--- src/rtl/oc_trip_pkg.sv ---
package oc_trip_pkg;

  localparam int NUM_LEVELS = 3;

  typedef enum logic [1:0] {
    LVL_NONE  = 2'd0,
    LVL_ONE   = 2'd1,
    LVL_TWO   = 2'd2,
    LVL_THREE = 2'd3
  } tripLvl_e;

  // strobes from control to datapath
  typedef struct packed {
    logic     clrTimers;
    logic     latchCause;
    logic     dropCause;
    tripLvl_e cause;
  } ctrlStrobe_t;

endpackage

--- src/rtl/oc_level_timer.sv ---
module oc_level_timer #(
  parameter int CNT_W = 16
) (
  input  logic             clk,
  input  logic             rst_n,
  input  logic             tickEn,
  input  logic             flag,
  input  logic             enable,
  input  logic             clear,
  input  logic [CNT_W-1:0] limit,
  output logic             expired
);

  logic [CNT_W-1:0] cnt;
  logic             armed;

  assign armed = flag && enable;

  always_ff @(posedge clk) begin
    if (!rst_n) begin
      cnt <= '0;
    end else if (clear || !armed) begin
      cnt <= '0;
    end else if (tickEn && (cnt < limit)) begin
      cnt <= cnt + 1'b1;
    end
  end

  assign expired = armed && (cnt >= limit);

  AST_TIMER_CLEARS: assert property (@(posedge clk) disable iff (!rst_n)
    (clear || !armed) |=> (cnt == '0));

  AST_NO_TICK_HOLD: assert property (@(posedge clk) disable iff (!rst_n)
    (!tickEn && armed && !clear) |=> $stable(cnt));

endmodule

--- src/rtl/oc_trip_datapath.sv ---
module oc_trip_datapath
  import oc_trip_pkg::*;
#(
  parameter int CNT_W    = 16,
  parameter int L2_TICKS = 200,
  parameter int L3_TICKS = 15
) (
  input  logic                  clk,
  input  logic                  rst_n,
  input  logic                  tickEn,
  input  logic [NUM_LEVELS-1:0] levelFlags,
  input  logic                  inhibitL1,
  input  logic [CNT_W-1:0]      l1Delay,
  input  ctrlStrobe_t           strobe,
  output logic [NUM_LEVELS-1:0] expiredVec,
  output tripLvl_e              tripLevel
);

  localparam logic [CNT_W-1:0] L2_LIMIT = CNT_W'(L2_TICKS);
  localparam logic [CNT_W-1:0] L3_LIMIT = CNT_W'(L3_TICKS);

  logic [CNT_W-1:0]      limits [NUM_LEVELS];
  logic [NUM_LEVELS-1:0] levelEn;
  tripLvl_e              causeQ;

  assign limits[0] = l1Delay;
  assign limits[1] = L2_LIMIT;
  assign limits[2] = L3_LIMIT;
  assign levelEn   = {2'b11, !inhibitL1};

  for (genvar i = 0; i < NUM_LEVELS; i++) begin : gLevel
    oc_level_timer #(.CNT_W(CNT_W)) uTimer (
      .clk    (clk),
      .rst_n  (rst_n),
      .tickEn (tickEn),
      .flag   (levelFlags[i]),
      .enable (levelEn[i]),
      .clear  (strobe.clrTimers),
      .limit  (limits[i]),
      .expired(expiredVec[i])
    );
  end

  always_ff @(posedge clk) begin
    if (!rst_n) begin
      causeQ <= LVL_NONE;
    end else if (strobe.latchCause) begin
      causeQ <= strobe.cause;
    end else if (strobe.dropCause) begin
      causeQ <= LVL_NONE;
    end
  end

  assign tripLevel = causeQ;

  AST_CAUSE_HELD: assert property (@(posedge clk) disable iff (!rst_n)
    (causeQ != LVL_NONE && !strobe.dropCause) |=> $stable(causeQ));

endmodule

--- src/rtl/oc_trip_ctrl.sv ---
module oc_trip_ctrl
  import oc_trip_pkg::*;
(
  input  logic                  clk,
  input  logic                  rst_n,
  input  logic [NUM_LEVELS-1:0] expiredVec,
  input  logic [NUM_LEVELS-1:0] levelFlags,
  input  logic                  inhibitL1,
  output ctrlStrobe_t           strobe,
  output logic                  tripActive
);

  typedef enum logic {ST_ARMED, ST_TRIPPED} state_e;

  state_e   stateQ, stateD;
  tripLvl_e topLvl;
  logic     releaseOk;

  // highest expired level wins
  always_comb begin
    if (expiredVec[2])      topLvl = LVL_THREE;
    else if (expiredVec[1]) topLvl = LVL_TWO;
    else if (expiredVec[0]) topLvl = LVL_ONE;
    else                    topLvl = LVL_NONE;
  end

  assign releaseOk = inhibitL1 ? !levelFlags[1] : !levelFlags[0];

  always_comb begin
    stateD            = stateQ;
    strobe.clrTimers  = (stateQ == ST_TRIPPED);
    strobe.latchCause = 1'b0;
    strobe.dropCause  = 1'b0;
    strobe.cause      = topLvl;
    if (stateQ == ST_ARMED) begin
      if (topLvl != LVL_NONE) begin
        strobe.latchCause = 1'b1;
        stateD            = ST_TRIPPED;
      end
    end else if (releaseOk) begin
      strobe.dropCause = 1'b1;
      stateD           = ST_ARMED;
    end
  end

  always_ff @(posedge clk) begin
    if (!rst_n) stateQ <= ST_ARMED;
    else        stateQ <= stateD;
  end

  assign tripActive = (stateQ == ST_TRIPPED);

  AST_RELEASE_BY_L1: assert property (@(posedge clk) disable iff (!rst_n)
    (tripActive && !inhibitL1 && !levelFlags[0]) |=> !tripActive);

  AST_HOLD_ABOVE_L1: assert property (@(posedge clk) disable iff (!rst_n)
    (tripActive && !inhibitL1 && levelFlags[0]) |=> tripActive);

  AST_RELEASE_BY_L2: assert property (@(posedge clk) disable iff (!rst_n)
    (tripActive && inhibitL1 && !levelFlags[1]) |=> !tripActive);

endmodule

--- src/rtl/oc_trip_detect.sv ---
module oc_trip_detect
  import oc_trip_pkg::*;
#(
  parameter int CNT_W    = 16,
  parameter int L2_TICKS = 200,
  parameter int L3_TICKS = 15
) (
  input  logic             clk,
  input  logic             rst_n,
  input  logic             tickEn,
  input  logic [2:0]       levelFlags,
  input  logic             inhibitL1,
  input  logic [CNT_W-1:0] l1Delay,
  output logic             tripActive,
  output logic [1:0]       tripLevel
);

  ctrlStrobe_t           strobe;
  logic [NUM_LEVELS-1:0] expiredVec;
  tripLvl_e              causeLvl;

  oc_trip_datapath #(
    .CNT_W   (CNT_W),
    .L2_TICKS(L2_TICKS),
    .L3_TICKS(L3_TICKS)
  ) uData (
    .clk       (clk),
    .rst_n     (rst_n),
    .tickEn    (tickEn),
    .levelFlags(levelFlags),
    .inhibitL1 (inhibitL1),
    .l1Delay   (l1Delay),
    .strobe    (strobe),
    .expiredVec(expiredVec),
    .tripLevel (causeLvl)
  );

  oc_trip_ctrl uCtrl (
    .clk       (clk),
    .rst_n     (rst_n),
    .expiredVec(expiredVec),
    .levelFlags(levelFlags),
    .inhibitL1 (inhibitL1),
    .strobe    (strobe),
    .tripActive(tripActive)
  );

  assign tripLevel = causeLvl;

  AST_ACTIVE_MATCHES_LEVEL: assert property (@(posedge clk) disable iff (!rst_n)
    tripActive == (tripLevel != 2'd0));

  AST_NO_INHIBITED_CAUSE: assert property (@(posedge clk) disable iff (!rst_n)
    ($rose(tripActive) && $past(inhibitL1)) |-> (tripLevel != 2'd1));

  AST_TRIP_NEEDS_FLAG: assert property (@(posedge clk) disable iff (!rst_n)
    $rose(tripActive) |-> ($past(levelFlags) != 3'b000));

endmodule

--- config.mk ---
export PLATFORM = sky130hd
export DESIGN_NAME = oc_trip_detect
export DESIGN_NICKNAME = d
export VERILOG_FILES = /design/src/rtl/oc_trip_pkg.sv /design/src/rtl/oc_level_timer.sv /design/src/rtl/oc_trip_datapath.sv /design/src/rtl/oc_trip_ctrl.sv /design/src/rtl/oc_trip_detect.sv
export SDC_FILE = /design/constraint.sdc
export NUM_CORES = 1
export LEC_CHECK = 0
export BUFFER_PORTS_ARGS = -buffer_cell sky130_fd_sc_hd__clkbuf_2
export CAP_MARGIN = 20
export CORE_UTILIZATION = 35
export DETAILED_ROUTE_END_ITERATION = 6
export SLEW_MARGIN = 20
export SYNTH_ARGS = -nofsm -noshare
export SYNTH_HDL_FRONTEND = slang
export SYNTH_SLANG_ARGS = --single-unit
--- constraint.sdc ---
create_clock -name clk -period 2.4 [get_ports clk]
set_input_delay 0.24 -clock clk [delete_from_list [all_inputs] [get_ports clk]]
set_output_delay 0.24 -clock clk [all_outputs]
set_load 0.01 [all_outputs]
==> results of run 1 <==
==> layout make-up <==
cell class / instances / area share [%]
Multi-Input combinational cell: 203 / 47.3
Clock inverter: 2 / 1.23
Sequential cell: 51 / 35.8
Tap cell: 96 / 4.21
Clock buffer: 6 / 2.89
Inverter: 26 / 3.42
Timing Repair Buffer: 28 / 5.17
==> layer usage <==
layer	global-route usage [%]	part of all wire [%]	vias up
li1	-	-	1064
met1	17.3	50	872
met2	21.4	45	35
met3	2.29	3.4	7
met4	5.91	1.8	0
met5	0	0	-
==> worst register-to-register path: stages, from the launching register on <==
cell and delay [ps]:
dfxtp_1 410, ha_1 280, a21oi_2 140, o21ai_2 110, a2111oi_4 360, nand3_2 210, or3_2 490, a21oi_1 140
==> kinds of logic (layout without fill, tap and decap cells) <==
logic type | Yosys count | after routing | share of synthesized area [%]
adder cells (fa/ha/maj) | 20 | 20 | 10.0
AO/OA/AOI/OAI | 52 | 52 | 14.2
buffers and inverters | 32 | 62 | 5.12
AND/OR/NAND/NOR | 116 | 116 | 24.3
flip-flops | 51 | 51 | 40.9
multiplexers | 3 | 3 | 1.20
XOR/XNOR | 12 | 12 | 4.21
==> report_power, final <==
| part | internal (mW) | switching, mW |
|---|---|---|
| sequential | 0.848 | 0.00263 |
| clock | 0.337 | 0.279 |
| combinational | 0.0348 | 0.0511 |
| total | 1.22 | 0.333 |
==> sequential cells by signal, indices dropped and copies added (netlist names) <==
| signal | count |
|---|---|
| uCtrl.tripActive | 1 |
| uData.gLevel.uTimer.cnt | 48 |
| uData.tripLevel | 2 |
==> metrics by stage <==
step                      total power, mW  instances  worst slack, ps  hold WS (ps)  utilization, %
after floorplan                     0.922        286              404           356               -
after global placement              0.955        404              238           448            40.0
after detailed placement            0.957        404              189           461            40.0
after CTS                            1.58        412              171           202            41.7
after global routing                 1.62        412             34.8           220            41.8
final                                1.55        412              182           214            41.8
==> path summary, 6_finish.rpt <==
check                             endpoint                     startpoint  depth (start not counted)
max          uData.gLevel[0].uTimer.cnt[9]  uData.gLevel[0].uTimer.cnt[9]                          7
max reg2reg  uData.gLevel[0].uTimer.cnt[9]  uData.gLevel[0].uTimer.cnt[9]                          7
min reg2reg  uData.gLevel[1].uTimer.cnt[7]  uData.gLevel[1].uTimer.cnt[7]                          2
min                       uCtrl.tripActive                          rst_n                          3
==> cells in the final DEF (no fill, tap or decap), types with 2 or more instances in the layout <==
master,instances
dfxtp_1,51
inv_1,26
clkbuf_2,25
nand2_1,24
and3_1,22
nor2_1,21
ha_1,20
a21oi_1,18
o21ai_0,16
nand3_1,13
or3_1,11
nand4_1,9
xnor2_1,7
nor4_1,6
clkbuf_8,6
xor2_1,5
a21oi_2,4
o21ai_2,3
mux2i_1,3
buf_4,3
a2111oi_4,2
nand3_2,2
nor2b_1,2
a31oi_1,2
and2_1,2
==> Flow_metrics.wiki, run 1 <==
{| class="wikitable"
! Metric !! Value
|-
| Number of vias in the routed layout || between 1,500 and 2,000
|-
| Total power per unit cell area || 544 nW/µm²
|-
| DRC Markers || 0
|-
| Area after DPL || 2730 µm²
|-
| Final Critical Period || 2220 ps
|-
| Chip height || 86.4 µm
|-
| #FFs+latches synth || 51
|-
| Final setup fails || 0
|-
| Relative slew slack || 69.7%
|-
| Bufs and invs on worst path || 0
|-
| CTS max path bufs || 2
|-
| Placer Congestion || ~0.76
|-
| Setup Skew || 8.69 ps
|-
| Antenna violations before repair || 0
|-
| Crit path required time || between 2000 and 3000 ps
|-
| Vias/cell || 4.80
|-
| Post-synth net total || 329
|-
| Synth cell types || 35
|-
| EDFF count, synth || 0
|-
| Area growth from synthesis to final layout || 14.4%
|-
| Min-delay worst type || in2reg
|-
| Yosys warning total || 0
|-
| Quantity of hold-fixing buffers added after cts || 0
|-
| Actual slew at the worst max-slew pin || 448 ps
|-
| Maximum fanout encountered on the critical timing path || 12
|-
| X dimension of the die || 86.4 µm
|-
| Area taken by flip-flops and latches || 1020 µm²
|-
| 1st-iter DRT viols || 44
|-
| Placeable core region || just under 7000 µm²
|-
| Setup TNS || 0 ps
|-
| Sum of overflow across all layers after global routing || 0
|-
| Total of fill cells in the finished design || around 700
|-
| Unrepaired setup endpoints after global routing || false
|-
| Most repeated cell in the gate-level netlist after synthesis || dfxtp_1
|-
| Most area-consuming cells after synthesis || dfxtp_1 41%, ha_1 10%, and3_1 5.5%, inv_1 3.9%, a21oi_1 3.6%
|-
| Number of standard-cell rows in the floorplan || 30
|-
| Outcome || complete, no violations
|-
| Fin nets || between 300 and 400
|-
| Overall track demand over capacity in global routing || 13.2%
|-
| Peak ir drop on the vdd network || between 300 and 400 µV
|-
| Count of boundary I/O pins || 26
|-
| TritonCTS clock tree || done
|-
| Fin area || 2860 µm²
|-
| Buffers inserted by post-CTS timing repair || 0
|-
| Cell area after synthesis || 2490 µm²
|-
| CTS clk-pin slew, worst paths || 90 ps
|-
| Register area share after synthesis || 40.9%
|-
| Multi-input logic area || 1350 µm²
|-
| Arrival time reported for the critical path endpoint || 2460 ps
|-
| Routed wirelength normalized by instance count || approximately 11 µm
|-
| Number of endpoints with negative hold slack in the final report || 0
|-
| Syn_area_per_cell || 8.72 µm²
|-
| Top cell type's share of synthesized area || 40.9%
|-
| Via count of the first global-routing pass || ~1,800
|-
| Number of H-tree levels || 2
|-
| Number of max-slew violations in the final report || 0
|-
| CTS sink cnt || 51
|-
| Detail Route Antenna Nets || 0
|-
| Slowest cell on the critical path || or3_2
|-
| Final period utilization || 92.4%
|-
| CP startpoint kind || flip-flop
|-
| Critical path type || reg2reg
|-
| Cells along the critical path || ha_1 > a21oi_2 > o21ai_2 > a2111oi_4 > nand3_2 > or3_2 > a21oi_1
|-
| Standby leakage power || 1.23 nW
|-
| Cell type with the largest total area after synthesis || dfxtp_1
|-
| Drt total wl || 4610 µm
|-
| Starting density of the core || 36.5%
|-
| Cell family with most CP delay || compound AO/OA/AOI/OAI gates
|-
| Detail Placement HPWL || approximately 3500 µm
|-
| Worst setup slack for register-to-register paths || 180 ps
|-
| Clock tree root buffer cell || clkbuf_8
|-
| CTS Buf Count || 5
|-
| Leading register cell type out of synthesis || dfxtp_1
|-
| Synth top cells by count || 51 x dfxtp_1, 26 x inv_1, 24 x nand2_1
|-
| Clk_lat worst skew || 310 ps
|-
| Post-synth ARST share || 0%
|-
| Wire length of the first global-routing pass || 7720 µm
|-
| Maximum number of pins on one net before global-route repair || 24
|-
| IO buf count || 25
|-
| Cts repair resizes || 0
|-
| Crit-path max cell delay || 490 ps
|-
| Total of max-cap violations || 0
|-
| Crit path capture type || flip-flop
|-
| Drt pass-1 iters || 4
|-
| Ant diodes || 0
|-
| Post-synthesis instance total || 286
|-
| Maximum clock frequency || between 400 and 500 MHz
|-
| Total die area || 7470 µm²
|-
| Fraction of final layout cells sized beyond drive strength 1 || 15.5%
|}
(Power assumes the default switching activity.)
==> run 2: changes to the inputs <==
--- a/config.mk
+++ b/config.mk
@@ -5,10 +5,11 @@
 export SDC_FILE = /design/constraint.sdc
 export NUM_CORES = 1
 export LEC_CHECK = 0
-export BUFFER_PORTS_ARGS = -buffer_cell sky130_fd_sc_hd__clkbuf_2
 export CAP_MARGIN = 20
 export CORE_UTILIZATION = 35
+export CTS_BUF_LIST = sky130_fd_sc_hd__clkbuf_16
 export DETAILED_ROUTE_END_ITERATION = 6
+export DONT_BUFFER_PORTS = 1
 export SLEW_MARGIN = 20
 export SYNTH_ARGS = -nofsm -noshare
 export SYNTH_HDL_FRONTEND = slang
==> Flow_metrics.wiki, run 2 (same netlist as run 1, synthesis figures left out) <==
{| class="wikitable"
! Metric !! Value
|-
| Detail Placement HPWL || 3470 µm (-0.76%)
|-
| Vias/cell || 4.91 (+2.3%)
|-
| Maximum fanout encountered on the critical timing path || 12 (unchanged)
|-
| Peak ir drop on the vdd network || 437 µV (+34%)
|-
| Count of boundary I/O pins || 26 (unchanged)
|-
| Arrival time reported for the critical path endpoint || 2430 ps (-30 ps)
|-
| Origin of the worst min-delay path || rst_n
|-
| Bufs and invs on worst path || 0 (unchanged)
|-
| IO buf count || 0 (-100%)
|-
| Antenna violations before repair || 0 (unchanged)
|-
| Outcome || complete, no violations
|-
| Area growth from synthesis to final layout || 11.7%
|-
| Final core area utilization || 40.8% (-1.0 points)
|-
| CTS max path bufs || 2 (unchanged)
|-
| Logic depth of the worst register-to-register path || 7 (unchanged)
|-
| Relative slew slack || 70.0% (+0.27 points)
|-
| Crit path required time || 2620 ps (-20 ps)
|-
| Crit path capture type || flip-flop
|-
| Total of max-cap violations || 0 (unchanged)
|-
| Number of standard-cell rows in the floorplan || 30 (unchanged)
|-
| Number of vias in the routed layout || 1,896 (-4.1%)
|-
| TritonCTS clock tree || done
|-
| Power after layout || 1.72 mW (+11%)
|-
| Startpoint of the most critical register-to-register path || uData.gLevel[0].uTimer.cnt[11]
|-
| Cell family with most CP delay || compound AO/OA/AOI/OAI gates
|-
| Starting density of the core || 36.5% (unchanged)
|-
| Final Critical Period || 2210 ps (-12.3 ps)
|-
| Clk_lat worst skew || 290 ps (-20 ps)
|-
| Ant diodes || 0 (unchanged)
|-
| Overall track demand over capacity in global routing || 13.7% (+0.42 points)
|-
| Drt total wl || 4600 µm (-0.28%)
|-
| Worst hold path cell count || 2 (-1)
|-
| Maximum clock frequency || 453 MHz (+0.56%)
|-
| DRC Markers || 0 (unchanged)
|-
| Clock tree root buffer cell || clkbuf_16
|-
| Via count of the first global-routing pass || 1,810 (+2.7%)
|-
| Cells along the critical path || ha_1 > a21oi_2 > o21ai_2 > a2111oi_4 > nand3_4 > or3_2 > a21oi_1
|-
| Setup Skew || 2.44 ps (-6.25 ps)
|-
| Total power per unit cell area || 618 nW/µm² (+14%)
|-
| CTS Buf Count || 5 (unchanged)
|-
| Final period utilization || 91.9% (-0.51 points)
|-
| Min-delay worst type || in2reg
|-
| Most frequent standard cell in the layout excluding fill and tap cells || dfxtp_1
|-
| Hold slack final || 63.0 ps (-151 ps)
|-
| Endpoint of the most critical register-to-register path || uData.gLevel[0].uTimer.cnt[9]
|-
| Slowest cell on the critical path || or3_2
|-
| Total of fill cells in the finished design || 720 (+4.3%)
|-
| Number of endpoints with negative hold slack in the final report || 0 (unchanged)
|-
| Placeable core region || 6830 µm² (unchanged)
|-
| Number of H-tree levels || 2 (unchanged)
|-
| Setup TNS || 0 ps (unchanged)
|-
| Area taken by flip-flops and latches || 1020 µm² (unchanged)
|-
| WHS Endpoint || uCtrl.tripActive
|-
| Wire length of the first global-routing pass || 7910 µm (+2.4%)
|-
| Drt pass-1 iters || 4 (unchanged)
|-
| Maximum number of pins on one net before global-route repair || 24 (unchanged)
|-
| Critical path type || reg2reg
|-
| Worst setup slack for register-to-register paths || 190 ps (about the same)
|-
| X dimension of the die || 86.4 µm (unchanged)
|-
| Final setup fails || 0 (unchanged)
|-
| Number of max-slew violations in the final report || 0 (unchanged)
|-
| Number of stages on the worst setup path || 7 (unchanged)
|-
| Register ranked first by flip-flop count || uData.gLevel.uTimer.cnt
|-
| Buffers inserted by post-CTS timing repair || 0 (unchanged)
|-
| Multi-input logic area || 1360 µm² (+0.65%)
|-
| CTS clk-pin slew, worst paths || 70 ps (-20 ps)
|-
| 1st-iter DRT viols || 64 (+45%)
|-
| Actual slew at the worst max-slew pin || 444 ps (-3.95 ps)
|-
| Leading cell types in the layout, fill and taps excluded || 51 x dfxtp_1, 26 x inv_1, 24 x nand2_1
|-
| Sum of overflow across all layers after global routing || 0 (unchanged)
|-
| Flip-flop count of the largest register, all copies and words added || 48 (unchanged)
|-
| CTS sink cnt || 51 (unchanged)
|-
| Fin nets || 332 (-7.3%)
|-
| Standby leakage power || 1.14 nW (-7.1%)
|-
| Total die area || 7470 µm² (unchanged)
|-
| Crit-path max cell delay || 480 ps (about the same)
|-
| Placer Congestion || 0.748 (-2.1%)
|-
| Unrepaired setup endpoints after global routing || false
|-
| Chip height || 86.4 µm (unchanged)
|-
| Detail Route Antenna Nets || 0 (unchanged)
|-
| Routed wirelength normalized by instance count || 11.9 µm (+6.4%)
|-
| Fraction of final layout cells sized beyond drive strength 1 || 7.93% (-7.6 points)
|-
| CP startpoint kind || flip-flop
|}
## run 2: worst max path at each step
stage,from,end,slack (ps)
2_1_floorplan,uData.gLevel[0].uTimer.cnt[11],uData.gLevel[0].uTimer.cnt[11],400
3_3_place_gp,uData.gLevel[0].uTimer.cnt[13],uData.tripLevel[1],210
3_5_place_dp,uData.gLevel[0].uTimer.cnt[13],uData.tripLevel[1],140
4_1_cts,uData.gLevel[0].uTimer.cnt[13],uData.tripLevel[1],130
5_1_grt,uData.gLevel[0].uTimer.cnt[13],uData.gLevel[0].uTimer.cnt[9],40
6_report,uData.gLevel[0].uTimer.cnt[11],uData.gLevel[0].uTimer.cnt[9],190
## run 2: layer usage
layer	track usage [%]	share of wire, %
met3	3.43	3.2
met1	17.1	51
met4	7.27	2.3
met5	0	0
met2	21.7	43
## run 2: area by class of cell
class / instances / share of cell area, %
multi-input combinational: 203 / 48.8
sequential: 51 / 36.6
clock buffer: 5 / 4.49
tap: 96 / 4.31
inverter: 26 / 3.50
clock inverter: 3 / 1.71
timing repair buffer: 2 / 0.539
## run 2: worst register-to-register path, delay by kind of cell, from the launching register on
kind            cells  cell delay [ps]
flops               1              390
simple gates        2              650
compound gates      4              800
fa+ha+maj           1              290
## run 2: repair_timing
action / in CTS / in global routing
endpoints found under the setup margin: 0 / 5
resized for setup: 0 / 2
hold buffers: 0 / 0
## run 2: power breakdown
group	internal [mW]	total, mW	switching (mW)
registers	0.849	0.851	0.00262
clock network	0.497	0.810	0.313
logic	0.0228	0.0618	0.0391
## run 2: stage by stage
step           setup WS (ps)  cells  cell area [µm²]
5_1_grt                 35.8    386             2790
3_5_place_dp             141    378             2600
3_3_place_gp             207    378             2600
6_report                 194    386             2790
4_1_cts                  132    386             2770
2_1_floorplan            404    286             2490
